**src/rtl/gtb_pkg.sv**
```systemverilog
package gtb_pkg;

    typedef enum logic [1:0] {
        PH_COUNT   = 2'd0,
        PH_LATCH   = 2'd1,
        PH_CLEAR   = 2'd2,
        PH_RESTART = 2'd3
    } phase_e;

    localparam int unsigned BCD_W = 4;
    localparam logic [BCD_W-1:0] BCD_MAX = 4'd9;

endpackage

```
**src/rtl/gtb_gate_sync.sv**
```systemverilog
module gtb_gate_sync (
    input  logic clk_i,
    input  logic rst_ni,
    input  logic gate_i,
    output logic level_o,
    output logic fall_o
);
    typedef struct packed {
        logic s1;
        logic s2;
        logic prev;
    } sync_t;

    sync_t sync_d, sync_q;

    always_comb begin
        sync_d      = sync_q;
        sync_d.s1   = gate_i;
        sync_d.s2   = sync_q.s1;
        sync_d.prev = sync_q.s2;
    end

    always_ff @(posedge clk_i or negedge rst_ni) begin
        if (!rst_ni) begin
            sync_q <= '0;
        end else begin
            sync_q <= sync_d;
        end
    end

    assign level_o = sync_q.s2;
    assign fall_o  = sync_q.prev & ~sync_q.s2;

endmodule

```
**src/rtl/gtb_bcd_digit.sv**
```systemverilog
module gtb_bcd_digit
    import gtb_pkg::*;
(
    input  logic             clk_i,
    input  logic             rst_ni,
    input  logic             clr_i,
    input  logic             inc_i,
    output logic [BCD_W-1:0] q_o,
    output logic             carry_o
);
    typedef struct packed {
        logic [BCD_W-1:0] val;
    } digit_t;

    digit_t dig_d, dig_q;
    logic   at_max;

    assign at_max = (dig_q.val == BCD_MAX);

    always_comb begin
        dig_d = dig_q;
        if (clr_i) begin
            dig_d.val = '0;
        end else if (inc_i) begin
            dig_d.val = at_max ? '0 : dig_q.val + 1'b1;
        end
    end

    always_ff @(posedge clk_i or negedge rst_ni) begin
        if (!rst_ni) begin
            dig_q <= '0;
        end else begin
            dig_q <= dig_d;
        end
    end

    assign q_o     = dig_q.val;
    assign carry_o = inc_i & at_max & ~clr_i;

endmodule

```
**src/rtl/gtb_phase_ctrl.sv**
```systemverilog
module gtb_phase_ctrl
    import gtb_pkg::*;
#(
    parameter int unsigned HOLD_CYCLES  = 5000,
    parameter int unsigned CLEAR_CYCLES = 1000
) (
    input  logic   clk_i,
    input  logic   rst_ni,
    input  logic   fall_i,
    output phase_e phase_o
);
    localparam int unsigned LONGEST = (HOLD_CYCLES > CLEAR_CYCLES) ? HOLD_CYCLES : CLEAR_CYCLES;
    localparam int unsigned TW      = (LONGEST > 1) ? $clog2(LONGEST) : 1;
    localparam logic [TW-1:0] HOLD_LAST  = TW'(HOLD_CYCLES - 1);
    localparam logic [TW-1:0] CLEAR_LAST = TW'(CLEAR_CYCLES - 1);

    typedef struct packed {
        phase_e        phase;
        logic [TW-1:0] tmr;
    } ctrl_t;

    ctrl_t ctrl_d, ctrl_q;

    always_comb begin
        ctrl_d = ctrl_q;
        unique case (ctrl_q.phase)
            PH_COUNT: begin
                if (fall_i) begin
                    ctrl_d.phase = PH_LATCH;
                    ctrl_d.tmr   = '0;
                end
            end
            PH_LATCH: begin
                if (ctrl_q.tmr == HOLD_LAST) begin
                    ctrl_d.phase = PH_CLEAR;
                    ctrl_d.tmr   = '0;
                end else begin
                    ctrl_d.tmr = ctrl_q.tmr + 1'b1;
                end
            end
            PH_CLEAR: begin
                if (ctrl_q.tmr == CLEAR_LAST) begin
                    ctrl_d.phase = PH_RESTART;
                    ctrl_d.tmr   = '0;
                end else begin
                    ctrl_d.tmr = ctrl_q.tmr + 1'b1;
                end
            end
            PH_RESTART: begin
                ctrl_d.phase = PH_COUNT;
                ctrl_d.tmr   = '0;
            end
            default: begin
                ctrl_d.phase = PH_COUNT;
                ctrl_d.tmr   = '0;
            end
        endcase
    end

    always_ff @(posedge clk_i or negedge rst_ni) begin
        if (!rst_ni) begin
            ctrl_q.phase <= PH_COUNT;
            ctrl_q.tmr   <= '0;
        end else begin
            ctrl_q <= ctrl_d;
        end
    end

    assign phase_o = ctrl_q.phase;

endmodule

```
**src/rtl/gate_timer_bcd.sv**
```systemverilog
module gate_timer_bcd
    import gtb_pkg::*;
#(
    parameter int unsigned DIGITS       = 4,
    parameter int unsigned HOLD_CYCLES  = 5000,
    parameter int unsigned CLEAR_CYCLES = 1000
) (
    input  logic                  clk_i,
    input  logic                  rst_ni,
    input  logic                  gate_i,
    output logic [4*DIGITS-1:0]   disp_o,
    output logic                  ovf_o,
    output logic [1:0]            phase_o
);
    localparam int unsigned CW = BCD_W * DIGITS;

    typedef struct packed {
        logic [CW-1:0] disp;
        logic          disp_ovf;
        logic          ovf;
    } core_t;

    core_t core_d, core_q;

    logic          gate_lvl;
    logic          gate_fall;
    phase_e        phase;
    logic [CW-1:0] cnt_q;
    logic [DIGITS:0] carry;
    logic [DIGITS-1:0] nine;
    logic          all_nines;
    logic          count_en;
    logic          clr_cnt;

    gtb_gate_sync u_sync (
        .clk_i   (clk_i),
        .rst_ni  (rst_ni),
        .gate_i  (gate_i),
        .level_o (gate_lvl),
        .fall_o  (gate_fall)
    );

    gtb_phase_ctrl #(
        .HOLD_CYCLES  (HOLD_CYCLES),
        .CLEAR_CYCLES (CLEAR_CYCLES)
    ) u_ctrl (
        .clk_i   (clk_i),
        .rst_ni  (rst_ni),
        .fall_i  (gate_fall),
        .phase_o (phase)
    );

    assign count_en  = (phase == PH_COUNT) & gate_lvl;
    assign clr_cnt   = (phase == PH_CLEAR);
    assign all_nines = &nine;
    assign carry[0]  = count_en & ~all_nines;

    for (genvar i = 0; i < DIGITS; i++) begin : g_digit
        gtb_bcd_digit u_digit (
            .clk_i   (clk_i),
            .rst_ni  (rst_ni),
            .clr_i   (clr_cnt),
            .inc_i   (carry[i]),
            .q_o     (cnt_q[BCD_W*i +: BCD_W]),
            .carry_o (carry[i+1])
        );
        assign nine[i] = (cnt_q[BCD_W*i +: BCD_W] == BCD_MAX);
    end

    always_comb begin
        core_d = core_q;
        if (clr_cnt) begin
            core_d.ovf = 1'b0;
        end else if (count_en && all_nines) begin
            core_d.ovf = 1'b1;
        end
        if (phase == PH_LATCH) begin
            core_d.disp     = cnt_q;
            core_d.disp_ovf = core_q.ovf;
        end
    end

    always_ff @(posedge clk_i or negedge rst_ni) begin
        if (!rst_ni) begin
            core_q <= '0;
        end else begin
            core_q <= core_d;
        end
    end

    assign disp_o  = core_q.disp;
    assign ovf_o   = core_q.disp_ovf;
    assign phase_o = phase;

endmodule

```
**config.mk**
```make
export PLATFORM = sky130hd
export DESIGN_NAME = gate_timer_bcd
export DESIGN_NICKNAME = d
export VERILOG_FILES = /design/src/rtl/gtb_pkg.sv /design/src/rtl/gtb_gate_sync.sv /design/src/rtl/gtb_bcd_digit.sv /design/src/rtl/gtb_phase_ctrl.sv /design/src/rtl/gate_timer_bcd.sv
export SDC_FILE = /design/constraint.sdc
export NUM_CORES = 1
export LEC_CHECK = 0
export BUFFER_PORTS_ARGS = -buffer_cell sky130_fd_sc_hd__buf_2
export CORE_MARGIN = 5
export CORE_UTILIZATION = 60
export DETAILED_ROUTE_END_ITERATION = 16
export GPL_ROUTABILITY_DRIVEN = 0
export GPL_TIMING_DRIVEN = 0
export MAX_ROUTING_LAYER = met4
export PLACE_DENSITY_LB_ADDON = 0.08
export SKIP_LAST_GASP = 1
export SLEW_MARGIN = 20
export SYNTH_ARGS = -nofsm -noshare
export SYNTH_HDL_FRONTEND = slang
export SYNTH_HIERARCHICAL = 1
export SYNTH_SLANG_ARGS = --single-unit
```
**constraint.sdc**
```tcl
create_clock -name clk_i -period 4.1 [get_ports clk_i]
set_input_delay 0.82 -clock clk_i [delete_from_list [all_inputs] [get_ports clk_i]]
set_output_delay 0.82 -clock clk_i [all_outputs]
set_load 0.005 [all_outputs]
```
==> run metrics, run 1 <==
initial antenna violation count=0; Synth Area per Inst=approximately 11 um^2; Placed Cells=roughly 340; total grt overflow=0; row cnt=25; CP cell instances=nor4bb_1 > nand4_1 > nor2b_1 > nor3b_2 > nor3b_1 > nor3b_1 > and4b_1 > o21ai_0 > a21oi_1; Final HPWL DP=roughly 3.4 mm; Layout fillers=~360; Root Driver=clkbuf_8; max_cap viols=0; Pleak=~1.5 nW; fmax=271 MHz; area delta synth->final=10.8%; Final Non-Filler Cells=about 350; share of cells above drive strength 1=around 29%; CTS tree=yes; n_diodes=0; die area=0.00623 mm^2; via count=approximately 1900; routed len/inst=between 10 and 15 um; commonest non-fill, non-tap cell in the layout=dfrtp_1; Die Wd=a little under 80 um; largest net degree at the start of global routing=53; Worst EP required=between 4 and 5 ns; Final setup viols=0; Die Ht=a little under 80 um; max incr delay on CP=~0.75 ns; Ys Warns=6; DRC viols=0; DRT antenna net count=0; critical path type=flip-flop to flip-flop; Buffers on Ports=21; cts bufs inserted=5; Fin Setup TNS=0 ns; number of global-route vias before repair=1884; P per Cell Area=approximately 470 mW/mm^2; Mapped Area=0.00285 mm^2; First DRT Iteration DRCs=86; Fin. Hold Viols=0; clock tree buffer depth=2; crit path launch type=flip-flop; Initial Util=between 60% and 70%; most frequent cells in the layout=52 x dfrtp_1, 20 x nand2_1, 20 x buf_2; worst-margin pin slew=around 0.84 ns; Setup crit end kind=flip-flop; Ports=22; Tcrit/Tclk final=89.9%; Multi-input gate area=around 0.0014 mm^2; Fin Clk Skew=0.00732 ns; status=finished, final reports clean; CTS sink count=52; Hold Path Class=flip-flop to flip-flop; first-pass GRT wire length=about 8.9 mm; CP Max Fanout=8; Rel. slew slack=between 40% and 50%; later-pin clock latency in the skew report=around 0.30 ns; core area=between 0.004 and 0.005 mm^2; crit path DAT=about 4 ns; Initial DRT Pass Iterations=6; Slowest-stage cell, CP=nor3b_1; nets@finish=306; Max Slew Vio Count=0; cells after synthesis=262; drt total wl=4.92 mm; worst vdd ir=roughly 410 uV; RSZ-0062 raised after global routing=no; most used cell, CP=nor3b_1; postcts setup bufs=0; Worst-path clk slew=~0.090 ns; htree depth=2; Tmin final=around 3.7 ns; Total GRT Usage=between 15 and 20%; routed vias/inst=roughly 5.6; Register Area=~0.0013 mm^2; Post-CTS Hold Buffers=0; Mapped Nets=278
==> repair_timing <==
| item | CTS | global route |
|---|---|---|
| setup endpoints to repair | 0 | 2 |
| gates resized for setup | 0 | 1 |
| hold endpoints to repair | 0 | 0 |
==> report_power, final <==
group | internal (mW) | switching, mW | leakage (nW)
Clock | 0.216 | 0.165 | 0.0645
Combinational | 0.221 | 0.279 | 0.728
Sequential | 0.560 | 0.0531 | 0.709
==> state kept, by name, summed over array words and instances (netlist names) <==
register	count
disp_o	16
g_digit.u_digit/q_o	16
u_ctrl/ctrl_q	13
u_ctrl/phase_o	2
core_q	1
ovf_o	1
u_sync/level_o	1
u_sync/sync_d	1
u_sync/sync_q	1
==> worst paths after layout <==
path,from,endpoint,slack [ns],cells past startpoint
setup / recovery,g_digit[3].u_digit/q_o[0],g_digit[3].u_digit/q_o[3],0.42,9
hold / removal,u_sync/sync_d[1],u_sync/level_o,0.35,0
hold reg to reg,u_sync/sync_d[1],u_sync/level_o,0.35,0
min in group asynchronous,rst_ni,disp_o[12],0.54,1
setup reg to reg,g_digit[3].u_digit/q_o[0],g_digit[3].u_digit/q_o[3],0.42,9
max in group asynchronous,rst_ni,g_digit[1].u_digit/q_o[0],3.13,1
==> through the flow <==
step	hold WS (ns)	cell area [um^2]	total power, mW	worst slack (ns)	utilization, %
after global routing	0.375	3160	1.60	0.171	67.7
after floorplan	0.331	2850	1.00	0.988	-
after detailed placement	0.336	3030	1.13	0.215	64.9
final	0.355	3160	1.49	0.415	67.7
after global placement	0.332	3020	1.11	0.269	64.9
after CTS	0.358	3150	1.51	0.189	67.6
==> cell type report <==
| type | count | share of cell area, % |
|---|---|---|
| Clock inverter | 1 | 0.951 |
| Buffer | 20 | 5.27 |
| Sequential cell | 52 | 41.2 |
| Tap cell | 54 | 2.14 |
| Inverter | 9 | 1.07 |
| Clock buffer | 7 | 3.05 |
| Multi-Input combinational cell | 181 | 42.9 |
| Timing Repair Buffer | 21 | 3.41 |
==> per-layer routing <==
layer / GRT usage, % / vias up / share of wire [%]
met5: - / - / 0
met4: 4.30 / 0 / 0.43
met3: 3.74 / 2 / 3.0
met2: 28.9 / 28 / 48
met1: 24.5 / 948 / 49
li1: - / 954 / -
==> critical path, delay by kind of cell (launching register included) <==
family / cells / cell delay [ns]
and+or+nand+nor: 7 / 2.89
DFF: 1 / 0.46
AOI/OAI and AO/OA: 2 / 0.24
Note: power is estimated with default switching activity, not from simulation.
==> run 2, diff against run 1 <==
--- a/config.mk
+++ b/config.mk
@@ -6,8 +6,10 @@
 export NUM_CORES = 1
 export LEC_CHECK = 0
 export BUFFER_PORTS_ARGS = -buffer_cell sky130_fd_sc_hd__buf_2
+export CELL_PAD_IN_SITES_DETAIL_PLACEMENT = 1
+export CELL_PAD_IN_SITES_GLOBAL_PLACEMENT = 1
 export CORE_MARGIN = 5
-export CORE_UTILIZATION = 60
+export CORE_UTILIZATION = 48
 export DETAILED_ROUTE_END_ITERATION = 16
 export GPL_ROUTABILITY_DRIVEN = 0
 export GPL_TIMING_DRIVEN = 0
==> run 2 against run 1 <==
Effect of this change: worst hold slack better by 0.0021 ns; total power down 0.96%; clock-buffer cell count down 2; utilization down 13 points; clock power down 6.8%.
==> run metrics, run 2 (same netlist as run 1, synthesis figures left out) <==
status=finished, final reports clean; Final Non-Filler Cells=366 (+6.1%); clock tree buffer depth=2 (unchanged); max_cap viols=0 (unchanged); die area=0.00758 mm^2 (+22%); Die Wd=87.1 um (+10%); Power Total=1.48 mW (-0.96%); Tcrit/Tclk final=86.4% (-3.5 points); Tmin final=3.54 ns (-0.142 ns); wire length on met2=2.64 mm (+13%); Buffers on Ports=21 (unchanged); met3 routed WL=152 um (+1.3%); fmax=282 MHz (+4.0%); Final HPWL DP=3.98 mm (+17%); drt total wl=5.63 mm (+14%); Fin Setup TNS=0 ns (unchanged); crit path DAT=3.79 ns (-0.11 ns); later-pin clock latency in the skew report=0.31 ns (about the same); Hold Path Class=flip-flop to flip-flop; P per Cell Area=466 mW/mm^2 (-1.5%); First DRT Iteration DRCs=41 (-52%); via count=1959 (+1.4%); postcts setup bufs=0 (unchanged); Fin Clk Skew=0.00673 ns (-0.000592 ns); routed vias/inst=5.35 (-4.4%); worst-margin pin slew=0.767 ns (-0.0737 ns); Initial Util=48.7% (-12 points); Pleak=1.49 nW (-0.69%); core area=0.00585 mm^2 (+26%); Worst-path clk slew=0.10 ns (about the same); total grt overflow=0 (unchanged); share of cells above drive strength 1=28.9% (+0.34 points); setup ws final=0.558 ns (+0.142 ns); cts bufs inserted=5 (unchanged); DRT antenna net count=0 (unchanged); Max Slew Vio Count=0 (unchanged); CTS tree=yes; final core occ=54.2% (-13 points); Worst EP required=4.35 ns (+0.03 ns); row cnt=28 (+12%); CP Max Fanout=8 (unchanged); M1 WL=2.79 mm (+16%); Total GRT Usage=17.3% (-0.99 points); Final setup viols=0 (unchanged); Initial DRT Pass Iterations=4 (-2); Ports=22 (unchanged); n_diodes=0 (unchanged); Placed Cells=358 (+6.2%); critical path type=flip-flop to flip-flop; Fin. Hold Viols=0 (unchanged); nets@finish=306 (unchanged); number of global-route vias before repair=2030 (+7.7%); RSZ-0062 raised after global routing=no; first-pass GRT wire length=10.1 mm (+14%); R2R setup slack=0.56 ns (+0.14 ns); worst vdd ir=300 uV (-26%); htree depth=2 (unchanged); initial antenna violation count=0 (unchanged); DRC viols=0 (unchanged); Die Ht=87.1 um (+10%); most frequent cells in the layout=52 x dfrtp_1, 20 x nand2_1, 20 x buf_2; Post-CTS Hold Buffers=0 (unchanged); max layer used=met4; routed len/inst=15.4 um (+7.8%); area delta synth->final=11.3%; CTS sink count=52 (unchanged); largest net degree at the start of global routing=53 (unchanged); Setup WS pre-CTS=0.165 ns (-0.0500 ns); crit path launch type=flip-flop; Rel. slew slack=48.8% (+4.9 points); commonest non-fill, non-tap cell in the layout=dfrtp_1; Root Driver=clkbuf_8; Setup crit end kind=flip-flop
[run 2: worst paths after layout]
path / start / end / depth (start not counted)
max: g_digit[3].u_digit/q_o[0] / g_digit[3].u_digit/q_o[2] / 9
min: u_sync/sync_d[1] / u_sync/level_o / 0
max reg2reg: g_digit[3].u_digit/q_o[0] / g_digit[3].u_digit/q_o[2] / 9
min reg2reg: u_sync/sync_d[1] / u_sync/level_o / 0
max in group asynchronous: rst_ni / disp_o[6] / 1
min in group asynchronous: rst_ni / disp_o[13] / 1
[run 2: where the power goes]
group | switching (mW) | leakage (nW) | internal, mW
clock network | 0.174 | 0.0541 | 0.181
logic | 0.291 | 0.728 | 0.221
registers | 0.0524 | 0.709 | 0.560
[run 2: worst max-delay path, stage by stage, from the launching register on]
cell	delay, ns
dfrtp_1	0.47
nor4bb_1	0.19
nand4_1	0.12
nor2b_1	0.44
nor3b_2	0.51
nor3b_2	0.48
nor3b_1	0.69
nand2_2	0.13
a211o_1	0.32
a21oi_2	0.11
[run 2: cell type report]
type                       count  area (um^2)
buffer                        20          166
clock buffer                   5         68.8
clock inverter                 3         42.5
fill                         645         2680
inverter                       9         33.8
multi-input combinational    181         1360
sequential                    52         1300
tap                           75         93.8
timing repair buffer          21          108
[run 2: per-layer routing]
metal / track usage, % / vias up
met1: 23.7 / 974
met2: 26.6 / 24
met3: 2.84 / 5
met5: - / -
met4: 4.67 / 0
li1: - / 956
[run 2: stage by stage]
stage / hold slack [ns] / instance area [um^2]
2_1_floorplan: 0.331 / 2850
3_3_place_gp: 0.334 / 3050
3_5_place_dp: 0.336 / 3050
4_1_cts: 0.358 / 3160
5_1_grt: 0.361 / 3170
6_report: 0.357 / 3170
[run 2: timing repair]
action                                  CTS  global route
hold endpoints to repair                  0             0
resized for setup                         0             2
endpoints found under the setup margin    0             4
